## src/rtl/sa_pkg.sv

```systemverilog
package sa_pkg;

    typedef enum logic {
        SEQ_IDLE = 1'b0,
        SEQ_RUN  = 1'b1
    } seq_state_e;

    function automatic logic fa_sum(input logic a, input logic b, input logic c);
        return a ^ b ^ c;
    endfunction

    function automatic logic fa_carry(input logic a, input logic b, input logic c);
        return (a & b) | (a & c) | (b & c);
    endfunction

endpackage

```

## src/rtl/sa_full_add.sv

```systemverilog
module sa_full_add
    import sa_pkg::*;
(
    input  logic a,
    input  logic b,
    input  logic cin,
    output logic sum,
    output logic cout
);
    always_comb begin
        sum  = fa_sum(a, b, cin);
        cout = fa_carry(a, b, cin);
    end
endmodule

```

## src/rtl/sa_shift_reg.sv

```systemverilog
module sa_shift_reg #(
    parameter int WIDTH = 8
) (
    input  logic             clk,
    input  logic             rst_n,
    input  logic             load_en,
    input  logic [WIDTH-1:0] load_val,
    input  logic             shift_en,
    input  logic             ser_in,
    output logic [WIDTH-1:0] par_out,
    output logic             ser_out
);
    typedef struct packed {
        logic [WIDTH-1:0] bits;
    } sr_t;

    sr_t sr_d, sr_q;
    logic [WIDTH-1:0] shifted;

    generate
        if (WIDTH == 1) begin : g_single
            assign shifted = ser_in;
        end else begin : g_multi
            assign shifted = {ser_in, sr_q.bits[WIDTH-1:1]};
        end
    endgenerate

    always_comb begin
        sr_d = sr_q;
        if (shift_en) begin
            sr_d.bits = shifted;
        end else if (load_en) begin
            sr_d.bits = load_val;
        end
    end

    always_ff @(posedge clk or negedge rst_n) begin
        if (!rst_n) begin
            sr_q <= '0;
        end else begin
            sr_q <= sr_d;
        end
    end

    assign par_out = sr_q.bits;
    assign ser_out = sr_q.bits[0];

    // a shift moves every bit down by one and puts the serial input at the top
    p_shift_top_r3: assert property (@(posedge clk) disable iff (!rst_n)
        shift_en |=> par_out[WIDTH-1] == $past(ser_in));

    // with no shift and no load the register holds
    p_hold_r9: assert property (@(posedge clk) disable iff (!rst_n)
        (!shift_en && !load_en) |=> $stable(par_out));
endmodule

```

## src/rtl/sa_seq_ctrl.sv

```systemverilog
module sa_seq_ctrl
    import sa_pkg::*;
#(
    parameter int STEPS = 9
) (
    input  logic clk,
    input  logic rst_n,
    input  logic start,
    output logic accept,
    output logic busy,
    output logic done,
    output logic opnd_step
);
    localparam int CW = (STEPS > 1) ? $clog2(STEPS) : 1;
    localparam logic [CW-1:0] LAST_STEP = CW'(STEPS - 1);

    typedef struct packed {
        seq_state_e    state;
        logic [CW-1:0] cnt;
        logic          done;
    } ctrl_t;

    ctrl_t c_d, c_q;

    always_comb begin
        c_d      = c_q;
        c_d.done = 1'b0;
        accept   = (c_q.state == SEQ_IDLE) && start;
        case (c_q.state)
            SEQ_IDLE: begin
                if (start) begin
                    c_d.state = SEQ_RUN;
                    c_d.cnt   = '0;
                end
            end
            default: begin
                if (c_q.cnt == LAST_STEP) begin
                    c_d.state = SEQ_IDLE;
                    c_d.done  = 1'b1;
                end else begin
                    c_d.cnt = c_q.cnt + 1'b1;
                end
            end
        endcase
    end

    always_ff @(posedge clk or negedge rst_n) begin
        if (!rst_n) begin
            c_q <= '{state: SEQ_IDLE, cnt: '0, done: 1'b0};
        end else begin
            c_q <= c_d;
        end
    end

    assign busy      = (c_q.state == SEQ_RUN);
    assign done      = c_q.done;
    assign opnd_step = busy && (c_q.cnt < LAST_STEP);

    // done lasts a single cycle
    p_done_pulse_r4: assert property (@(posedge clk) disable iff (!rst_n)
        done |=> !done);

    // done only follows a busy cycle, and busy is low with it
    p_done_after_run_r4: assert property (@(posedge clk) disable iff (!rst_n)
        done |-> ($past(busy) && !busy));

    // a run begins only from an idle start request
    p_run_needs_start_r6: assert property (@(posedge clk) disable iff (!rst_n)
        $rose(busy) |-> $past(start));

    // the step counter never passes the final step
    p_cnt_bound_r4: assert property (@(posedge clk) disable iff (!rst_n)
        busy |-> (c_q.cnt <= LAST_STEP));
endmodule

```

## src/rtl/serial_accum.sv

```systemverilog
module serial_accum #(
    parameter int OPW = 8
) (
    input  logic         clk,
    input  logic         rst_n,
    input  logic         start,
    input  logic         acc_load,
    input  logic [OPW:0] acc_in,
    input  logic         opnd_load,
    input  logic [OPW-1:0] opnd_in,
    output logic         busy,
    output logic         done,
    output logic [OPW:0] acc_out
);
    localparam int ACCW  = OPW + 1;
    localparam int STEPS = OPW + 1;

    typedef struct packed {
        logic carry;
    } dp_t;

    dp_t dp_d, dp_q;

    logic accept, opnd_step, idle_load;
    logic acc_bit, opnd_bit, add_b, sum_bit, carry_out;
    logic [OPW-1:0] opnd_q;

    sa_seq_ctrl #(.STEPS(STEPS)) u_ctrl (
        .clk       (clk),
        .rst_n     (rst_n),
        .start     (start),
        .accept    (accept),
        .busy      (busy),
        .done      (done),
        .opnd_step (opnd_step)
    );

    assign idle_load = !busy && !start;

    sa_shift_reg #(.WIDTH(OPW)) u_opnd (
        .clk      (clk),
        .rst_n    (rst_n),
        .load_en  (opnd_load && idle_load),
        .load_val (opnd_in),
        .shift_en (opnd_step),
        .ser_in   (opnd_bit),
        .par_out  (opnd_q),
        .ser_out  (opnd_bit)
    );

    sa_shift_reg #(.WIDTH(ACCW)) u_acc (
        .clk      (clk),
        .rst_n    (rst_n),
        .load_en  (acc_load && idle_load),
        .load_val (acc_in),
        .shift_en (busy),
        .ser_in   (sum_bit),
        .par_out  (acc_out),
        .ser_out  (acc_bit)
    );

    assign add_b = opnd_step & opnd_bit;

    sa_full_add u_fa (
        .a    (acc_bit),
        .b    (add_b),
        .cin  (dp_q.carry),
        .sum  (sum_bit),
        .cout (carry_out)
    );

    always_comb begin
        dp_d = dp_q;
        if (accept) begin
            dp_d.carry = 1'b0;
        end else if (busy) begin
            dp_d.carry = carry_out;
        end
    end

    always_ff @(posedge clk or negedge rst_n) begin
        if (!rst_n) begin
            dp_q <= '0;
        end else begin
            dp_q <= dp_d;
        end
    end

    // Checker-side snapshots taken when a run is accepted
    logic [OPW:0]   chk_acc_q;
    logic [OPW-1:0] chk_opnd_q;

    always_ff @(posedge clk or negedge rst_n) begin
        if (!rst_n) begin
            chk_acc_q  <= '0;
            chk_opnd_q <= '0;
        end else if (accept) begin
            chk_acc_q  <= acc_out;
            chk_opnd_q <= opnd_q;
        end
    end

    // every accepted run begins with a clear carry
    p_carry_clear_r8: assert property (@(posedge clk) disable iff (!rst_n)
        accept |=> (dp_q.carry == 1'b0));

    // the finished accumulator holds the wrapped sum
    p_sum_r3: assert property (@(posedge clk) disable iff (!rst_n)
        done |-> (acc_out == chk_acc_q + ACCW'(chk_opnd_q)));

    // the operand is back in place when the run ends
    p_opnd_kept_r5: assert property (@(posedge clk) disable iff (!rst_n)
        done |-> (opnd_q == chk_opnd_q));

    // idle accumulator without a load keeps its value
    p_acc_idle_r9: assert property (@(posedge clk) disable iff (!rst_n)
        (!busy && !acc_load) |=> $stable(acc_out));

    // the operand register is not loaded during a run
    p_no_load_busy_r7: assert property (@(posedge clk) disable iff (!rst_n)
        (busy && !opnd_step) |=> $stable(opnd_q));
endmodule

```

## config.mk

```make
export PLATFORM = sky130hd
export DESIGN_NAME = serial_accum
export DESIGN_NICKNAME = d
export VERILOG_FILES = /design/src/rtl/sa_pkg.sv /design/src/rtl/sa_full_add.sv /design/src/rtl/sa_shift_reg.sv /design/src/rtl/sa_seq_ctrl.sv /design/src/rtl/serial_accum.sv
export SDC_FILE = /design/constraint.sdc
export NUM_CORES = 1
export LEC_CHECK = 0
export BUFFER_PORTS_ARGS = -buffer_cell sky130_fd_sc_hd__buf_2
export CORE_MARGIN = 2
export CORE_UTILIZATION = 55
export DETAILED_ROUTE_END_ITERATION = 7
export HOLD_SLACK_MARGIN = 0.1
export PLACE_DENSITY = 0.9
export SETUP_SLACK_MARGIN = 0.4
export SKIP_LAST_GASP = 1
export SLEW_MARGIN = 20
export SYNTH_ARGS = -nofsm -noshare
export SYNTH_HDL_FRONTEND = slang
export SYNTH_SLANG_ARGS = --single-unit
```

## constraint.sdc

```tcl
create_clock -name clk -period 2.6 [get_ports clk]
set_clock_uncertainty 0.15 [all_clocks]
set_input_delay 0 -clock clk [delete_from_list [all_inputs] [get_ports clk]]
set_output_delay 0 -clock clk [all_outputs]
set_load 0.01 [all_outputs]
```

==> impl_metrics.tcl, run 1 <==
set metrics [dict create \
    peakVddDrop_uv 731 \
    nets 181 \
    cts_buffers 3 \
    clock_sinks 24 \
    hold-worst-slack_ns 0.120 \
    critPathRequiredTime_ns 2.66 \
    endpoint_kind "flip-flop" \
    antenna_found_initial 0 \
    met2WireLength_mm 1.30 \
    cts_tree "yes" \
    post-synth-top-count-cell "dfrtp_1" \
    drtIter0Drc 8 \
    die_w_um 51.5 \
    pwr-share-clk_pct 8.5 \
    intPower_mw 1.18 \
    finalSetupViolations 0 \
    grt_pass1_wl_mm 4.08 \
    wirelength_mm 2.51 \
    power_mw 1.86 \
    grt_pass1_vias 1005 \
    netlist.area_leader.share_pct 48.4 \
    async_flop_share_pct 100 \
    cap_violations 0 \
    drt-met1-wl_mm 1.07 \
    synth_edf_count 0 \
    hold_path.class "input pin to asynchronous set/reset pin" \
    fin_util_pct 74.7 \
    synth_flop_cell "dfrtp_1" \
    critical_path_peak_fanout 13 \
    syn_to_final_growth_pct 30.7 \
    port_buffers 32 \
    antennaDiodeCount 0 \
    synth.largest_area_cell "dfrtp_1" \
    grt_usage_pct 21.0 \
    critPathArrivalTime_ns 2.02 \
    cp-startpoint "u_ctrl.busy" \
    p_sw_share_pct 36.3 \
    synthCells 104 \
    leakage_nw 0.830 \
    relSlewSlack_pct 61.1 \
    n_fill_cell 157 \
    min_period_over_period_pct 75.5 \
    clkTransAtPathRegs_ns 0.12 \
    clockBufferDepth 2 \
    post_cts_buffers 0 \
    rsz0062_at_grt "false" \
    p_per_area_nw_per_um2 1150 \
    vias_per_cell 5.12 \
    timing.fmax_mhz 510 \
    route.met3.wl_um 102 \
    syn_area_sq_um 1240 \
    rows 17 \
    htree_num_levels 1 \
    fin_setup_tns_ns 0 \
    r2r_start "u_ctrl.busy" \
    yosysWarnings 0 \
    vias 932 \
    die-height_um 51.5 \
    start_util_pct 57.2 \
    p_comb_share_pct 52.6 \
    slew_violations 0 \
    start_kind "flip-flop" \
    synth_nets 129 \
    status "complete, no violations" \
    ys_ff_latch 24 \
    synth.distinct_cells 30 \
    place.detailed.hpwl_mm 1.73 \
    hold_viol_final 0 \
    drc_errors 0 \
    drt_pass1_iterations 4 \
    top_layer "met4" \
    worstMarginPinSlew_ns 0.584 \
    finalCriticalPeriod_ns 1.96 \
    crit_type "flip-flop to flip-flop" \
    grt_start_max_net_pins 25 \
    netlist_top_cells_count "dfrtp_1 (24), nand2_1 (12), mux2i_1 (9), o21ai_1 (9)" \
    wl_per_cell_um 13.8 \
    drive_above_1_share_pct 37.7 \
    switching_power_mw 0.676 \
    drtAntennaViolNets 0 \
    ys_top_cells_by_area "dfrtp_1 (48%), mux2_4 (9.7%), mux2i_1 (7.3%)" \
    clockRootBuffer "clkbuf_4" \
    coreArea_sq_um 2170 \
    power_frac_seq_pct 38.9 \
    io_pins 33 \
    die_area_sq_um 2650 \
    avgSynthCellArea_sq_um 11.9 \
    clock_latency_ns 0.31 \
    ys_seq_area_share_pct 48.4 \
    grt-ovfl-total 0 \
    gp_congestion 0.669 \
]
==> worst max-delay path, cell delays in order (launching register included) <==
cell and delay [ns]:
dfrtp_1 0.60, nor2b_1 0.20, buf_4 0.19, a21o_1 0.38
mux2_4 0.35
==> final timing paths <==
| kind | depth (start not counted) | endpoint | slack (ns) |
|---|---|---|---|
| min in group clk | 3 | u_opnd.par_out[0] | 0.22 |
| max in group asynchronous | 3 | u_opnd.par_out[2] | 1.84 |
| worst min-delay path | 3 | u_ctrl.c_q[1] | 0.12 |
| worst min register to register | 1 | u_opnd.par_out[6] | 0.38 |
| worst max register to register | 4 | u_opnd.par_out[3] | 0.64 |
| worst max-delay path | 4 | u_opnd.par_out[3] | 0.64 |
==> timing repair <==
item | 4_1_cts | 5_1_grt
hold buffers | 20 | 0
resized for setup | 0 | 0
hold endpoints to repair | 47 | 0
==> power by group through the flow <==
stage	combinational, mW	clock, mW	sequential, mW
6_report	0.979	0.158	0.723
3_5_place_dp	0.963	0	0.728
4_1_cts	0.989	0.163	0.721
3_3_place_gp	0.913	0	0.711
5_1_grt	1.08	0.179	0.748
2_1_floorplan	0.776	0	0.712
==> sequential cells by signal, indices dropped and copies added (netlist names) <==
| signal | cells |
|---|---|
| u_opnd.par_out | 8 |
| dp_q | 1 |
| u_ctrl.c_q | 4 |
| u_ctrl.done | 1 |
| u_ctrl.busy | 1 |
| u_acc.par_out | 9 |
==> cells by family after synthesis <==
| logic type | synth area share (%) |
|---|---|
| AND/OR/NAND/NOR | 11.3 |
| adder cells (fa/ha/maj) | 3.63 |
| XOR/XNOR | 0.706 |
| flip-flops | 48.4 |
| buffers and inverters | 4.44 |
| multiplexers | 24.2 |
| AO/OA/AOI/OAI | 7.27 |
==> layer usage <==
metal | global-route usage (%) | up-vias
met2 | 40.0 | 34
met3 | 2.92 | 5
met4 | 7.46 | 0
li1 | - | 459
met1 | 23.5 | 434
met5 | 0 | -
==> area by class of cell <==
cell class                      instances  area [sq um]  area share (%)
Multi-Input combinational cell         71           584            36.1
Clock buffer                            3          22.5            1.39
Sequential cell                        24           601            37.1
Inverter                                2          7.51           0.463
Timing Repair Buffer                   54           370            22.9
Tap cell                               28          35.0            2.16
==> per-stage QoR <==
stage | cells | area, sq um | setup slack, ns
2_1_floorplan | 104 | 1240 | 0.900
3_3_place_gp | 159 | 1400 | 0.706
3_5_place_dp | 159 | 1400 | 0.654
4_1_cts | 182 | 1630 | 0.621
5_1_grt | 182 | 1620 | 0.501
6_report | 182 | 1620 | 0.638
==> cells in the final DEF, fill, tap and decap left out, drive strengths merged <==
cell type    count
mux2            16
and3b            1
nor2b            2
buf             35
dfrtp           24
fa               1
nor2             2
dlygate4sd3     19
nor3             1
o21ai           11
a22o             2
a21o             1
nand2b           1
xnor2            1
inv              2
nand3            5
nand2           12
clkbuf           3
and2             2
a31o             1
mux2i            9
ha               2
nand3b           1
Power figures use the tool's default switching activity.
==> inputs of run 2 (changes only) <==
Settings changed: CORE_ASPECT_RATIO set to 0.5, CORE_UTILIZATION 55 to 46, PLACE_DENSITY 0.9 to 0.81.
Clock period 2.6 ns to 1.63 ns, I/O delays scaled along.
==> impl_metrics.tcl, run 2 (synthesized netlist as in run 1, its figures left out) <==
set metrics [dict create \
    wl_per_cell_um 15.3 \
    drive_above_1_share_pct 47.6 \
    slew_violations 0 \
    clock_latency_ns 0.26 \
    hold_path.class "input pin to asynchronous set/reset pin" \
    grt_start_max_net_pins 25 \
    grt-ovfl-total 0 \
    fin_util_pct 72.2 \
    start_kind "flip-flop" \
    timing.fmax_mhz 624 \
    p_per_area_nw_per_um2 2000 \
    wirelength_mm 3.10 \
    cp_slowest_cell "dfrtp_1" \
    peakVddDrop_uv 945 \
    htree_num_levels 1 \
    post-place-ws_ns -0.0557 \
    grt_pass1_wl_mm 4.23 \
    place.detailed.hpwl_mm 1.69 \
    clockBufferDepth 2 \
    rows 13 \
    largest_reg_flops 9 \
    drtAntennaViolNets 0 \
    placed_area_sq_um 1480 \
    power_mw 3.70 \
    coreArea_sq_um 2570 \
    path_cells "nor2b_4 > buf_12 > mux2_2 > mux2_4" \
    die_w_um 77.4 \
    leakage_nw 0.945 \
    hold_viol_final 0 \
    grt_usage_pct 18.3 \
    final_cell_mix "buf_2 (31), dfrtp_1 (24), dlygate4sd3_1 (19)" \
    cts-hold-fix-buffers 19 \
    clock_sinks 24 \
    clkTransAtPathRegs_ns 0.08 \
    grt_pass1_vias 942 \
    start_util_pct 48.2 \
    die-height_um 40.7 \
    critical_path_peak_fanout 6 \
    critPathRequiredTime_ns 1.63 \
    vias_per_cell 5.23 \
    relSlewSlack_pct 65.6 \
    cap_violations 0 \
    min_period_over_period_pct 98.3 \
    fin_ws_ns 0.0271 \
    endpoint_kind "flip-flop" \
    port_buffers 32 \
    finalInstanceArea_sq_um 1860 \
    die_area_sq_um 3150 \
    layout.cells.most_common "buf_2" \
    finalCriticalPeriod_ns 1.60 \
    io_pins 33 \
    drtIter0Drc 118 \
    status "complete, no violations" \
    antenna_found_initial 0 \
    crit_type "flip-flop to flip-flop" \
    cts_buffers 3 \
    syn_to_final_growth_pct 49.6 \
    clockRootBuffer "clkbuf_8" \
    drc_errors 0 \
    critPathArrivalTime_ns 1.61 \
    rsz0062_at_grt "true" \
    drt_pass1_iterations 5 \
    finalSetupViolations 0 \
    gp_congestion 0.697 \
    antennaDiodeCount 0 \
    vias 1061 \
    n_fill_cell 178 \
    worstMarginPinSlew_ns 0.515 \
    cts_tree "yes" \
    slowest_delay_ns 0.42 \
    nets 193 \
]
-- run 2: repair_timing --
action,in CTS,in global routing
buffers inserted,6,3
gates resized for setup,6,12
pin swaps,1,7
endpoints found under the setup margin,15,17
endpoints found under the hold margin,46,8
-- run 2: where the power goes --
| part | internal (mW) | switching [mW] | total (mW) |
|---|---|---|---|
| sequential | 0.903 | 0.221 | 1.12 |
| clock | 0.165 | 0.181 | 0.346 |
| combinational | 1.32 | 0.916 | 2.23 |
| total | 2.38 | 1.32 | 3.70 |
-- run 2: per-layer routing --
metal | vias up | GRT usage, % | part of all wire, %
li1 | 483 | - | -
met1 | 517 | 20.1 | 43
met2 | 51 | 36.3 | 50
met3 | 10 | 5.07 | 5.5
met4 | 0 | 7.59 | 1.3
met5 | - | 0 | 0
-- run 2: metrics by stage --
| stage | setup TNS [ns] | cells | hold WS, ns |
|---|---|---|---|
| 6_report | 0 | 203 | 0.0878 |
| 5_1_grt | -0.00549 | 203 | 0.0993 |
| 4_1_cts | 0 | 200 | 0.111 |
| 3_5_place_dp | -0.410 | 172 | -0.137 |
| 3_3_place_gp | -0.0182 | 172 | -0.141 |
| 2_1_floorplan | 0 | 104 | -0.446 |
-- run 2: critical path: cells and delay by family, from the launching register on --
kind,cells,cell delay (ns)
AND/OR/NAND/NOR,1,0.20
multiplexers,2,0.58
flip-flops,1,0.42
buffers and inverters,1,0.14
-- run 2: area by class of cell --
cell class	instances	area, sq um	area share [%]
Multi-Input combinational cell	71	647	34.9
Timing Repair Buffer	66	513	27.6
Clock buffer	3	41.3	2.23
Sequential cell	24	601	32.4
Tap cell	37	46.3	2.49
Inverter	2	7.51	0.405
-- run 2: worst paths after layout --
kind                                   from                end  slack, ns  cells past startpoint
max                           u_ctrl.c_q[4]  u_opnd.par_out[6]       0.03                      4
min                                   rst_n      u_ctrl.c_q[4]       0.09                      2
max reg2reg                   u_ctrl.c_q[4]  u_opnd.par_out[6]       0.03                      4
min reg2reg                u_acc.par_out[3]   u_acc.par_out[2]       0.37                      2
max in group asynchronous             rst_n   u_acc.par_out[7]       0.90                      2
min in group clk                  opnd_load  u_opnd.par_out[2]       0.09                      3
==> inputs of run 3 (changes only) <==
Settings changed: CORE_UTILIZATION 46 to 45, MAX_ROUTING_LAYER set to met4, PLACE_DENSITY 0.81 to 0.8.
==> impl_metrics.tcl, run 3 (synthesized netlist as in run 1, its figures left out) <==
set metrics [dict create \
    status "complete, no violations" \
    leakage_nw 1.07 \
    peakVddDrop_uv 1270 \
    cts_tree "yes" \
    drt_pass1_iterations 4 \
    coreArea_sq_um 2600 \
    cts_buffers 3 \
    clkTransAtPathRegs_ns 0.09 \
    placed_area_sq_um 1470 \
    start_kind "flip-flop" \
    final_cell_mix "buf_2 (32), dfrtp_1 (23), dlygate4sd3_1 (20)" \
    die_w_um 78.2 \
    worstMarginPinSlew_ns 0.537 \
    die_area_sq_um 3220 \
    critical_path_peak_fanout 4 \
    dpl.cell_count 172 \
    antennaDiodeCount 0 \
    finalInstanceArea_sq_um 2090 \
    clock_latency_ns 0.27 \
    hold_path.class "input pin to asynchronous set/reset pin" \
    clock_sinks 24 \
    gp_congestion 0.719 \
    r2r_slack_ns 0.05 \
    wirelength_mm 3.58 \
    layout.cells.most_common "buf_2" \
    io_pins 33 \
    drive_above_1_share_pct 60.6 \
    drtAntennaViolNets 0 \
    post-place-ws_ns -0.0410 \
    finalSetupViolations 0 \
    port_buffers 32 \
    grt_start_max_net_pins 25 \
    start_util_pct 47.6 \
    finalCriticalPeriod_ns 1.58 \
    cap_violations 0 \
    htree_num_levels 1 \
    relSlewSlack_pct 64.2 \
    crit_type "flip-flop to flip-flop" \
    vias_per_cell 5.07 \
    hold-worst-slack_ns 0.0849 \
    grt_pass1_wl_mm 4.67 \
    fin_setup_tns_ns 0 \
    antenna_found_initial 0 \
    critPathRequiredTime_ns 1.65 \
    clockBufferDepth 2 \
    largest_reg_flops 9 \
    clockRootBuffer "clkbuf_8" \
    fin_ws_ns 0.0538 \
    endpoint_kind "flip-flop" \
    syn_to_final_growth_pct 68.8 \
    rsz0062_at_grt "true" \
    drtIter0Drc 56 \
    grt_usage_pct 20.5 \
    die-height_um 41.1 \
    min_period_over_period_pct 96.7 \
    drc_errors 0 \
    vias 1074 \
    grt-ovfl-total 0 \
    place.detailed.hpwl_mm 1.71 \
    wl_per_cell_um 16.9 \
    grt_pass1_vias 964 \
    p_per_area_nw_per_um2 2090 \
    timing.fmax_mhz 634 \
    nets 201 \
    slew_violations 0 \
    final_cells 212 \
    critPathArrivalTime_ns 1.60 \
    hold_viol_final 0 \
    rows 13 \
]
-- run 3: cell types whose count changed in the layout (fill, tap and decap cells not counted), sizes merged --
cell         change
buf              +6
clkbuf           +2
dlygate4sd3      +1
-- run 3: final cells by class --
class | instances | area (sq um)
Timing Repair Buffer | 74 | 629
Tap cell | 37 | 46.3
Sequential cell | 24 | 602
Fill cell | 134 | 509
Inverter | 2 | 7.51
Multi-Input combinational cell | 71 | 753
Clock buffer | 4 | 55.1
-- run 3: metal layers --
| metal | track usage [%] | vias up | part of all wire, % |
|---|---|---|---|
| met5 | - | - | 0 |
| met4 | 4.82 | 0 | 2.1 |
| met3 | 4.19 | 10 | 5.5 |
| met2 | 36.6 | 46 | 50 |
| met1 | 25.2 | 513 | 42 |
| li1 | - | 505 | - |
-- run 3: path summary, 6_finish.rpt --
check                      depth (start not counted)               from                 to
max reg2reg                                        5        u_ctrl.busy   u_acc.par_out[8]
min in group clk                                   4           acc_load   u_acc.par_out[6]
max                                                5        u_ctrl.busy   u_acc.par_out[8]
min reg2reg                                        1  u_opnd.par_out[3]  u_opnd.par_out[3]
min                                                2              rst_n   u_acc.par_out[4]
max in group asynchronous                          2              rst_n        u_ctrl.busy
-- run 3: power breakdown --
part           total [mW]  leakage (nW)  internal [mW]  switching, mW
Combinational        2.79         0.755           1.68           1.11
Sequential           1.18         0.289          0.905          0.273
Clock               0.415        0.0288          0.216          0.198
Total                4.38          1.07           2.80           1.58
-- run 3: worst max-delay path, cell delays in order (launching register included) --
cell	delay, ns
dfrtp_2	0.39
nor2b_4	0.20
and2_4	0.17
fa_2	0.43
nand2_1	0.08
o21ai_1	0.06
-- run 3: timing repair --
| item | CTS | global route |
|---|---|---|
| pin swaps | 7 | 10 |
| buffers inserted | 10 | 4 |
| hold buffers | 20 | 0 |
| setup endpoints to repair | 15 | 24 |
| cloned | 1 | 1 |
| resized for setup | 29 | 28 |
| hold endpoints to repair | 45 | 0 |
-- run 3: stage by stage --
step | total power, mW | utilization (%)
after floorplan | 2.44 | -
after global placement | 2.72 | 56.4
after global routing | 4.59 | 80.4
final | 4.38 | 80.4
after detailed placement | 2.83 | 56.4
after CTS | 3.85 | 74.4
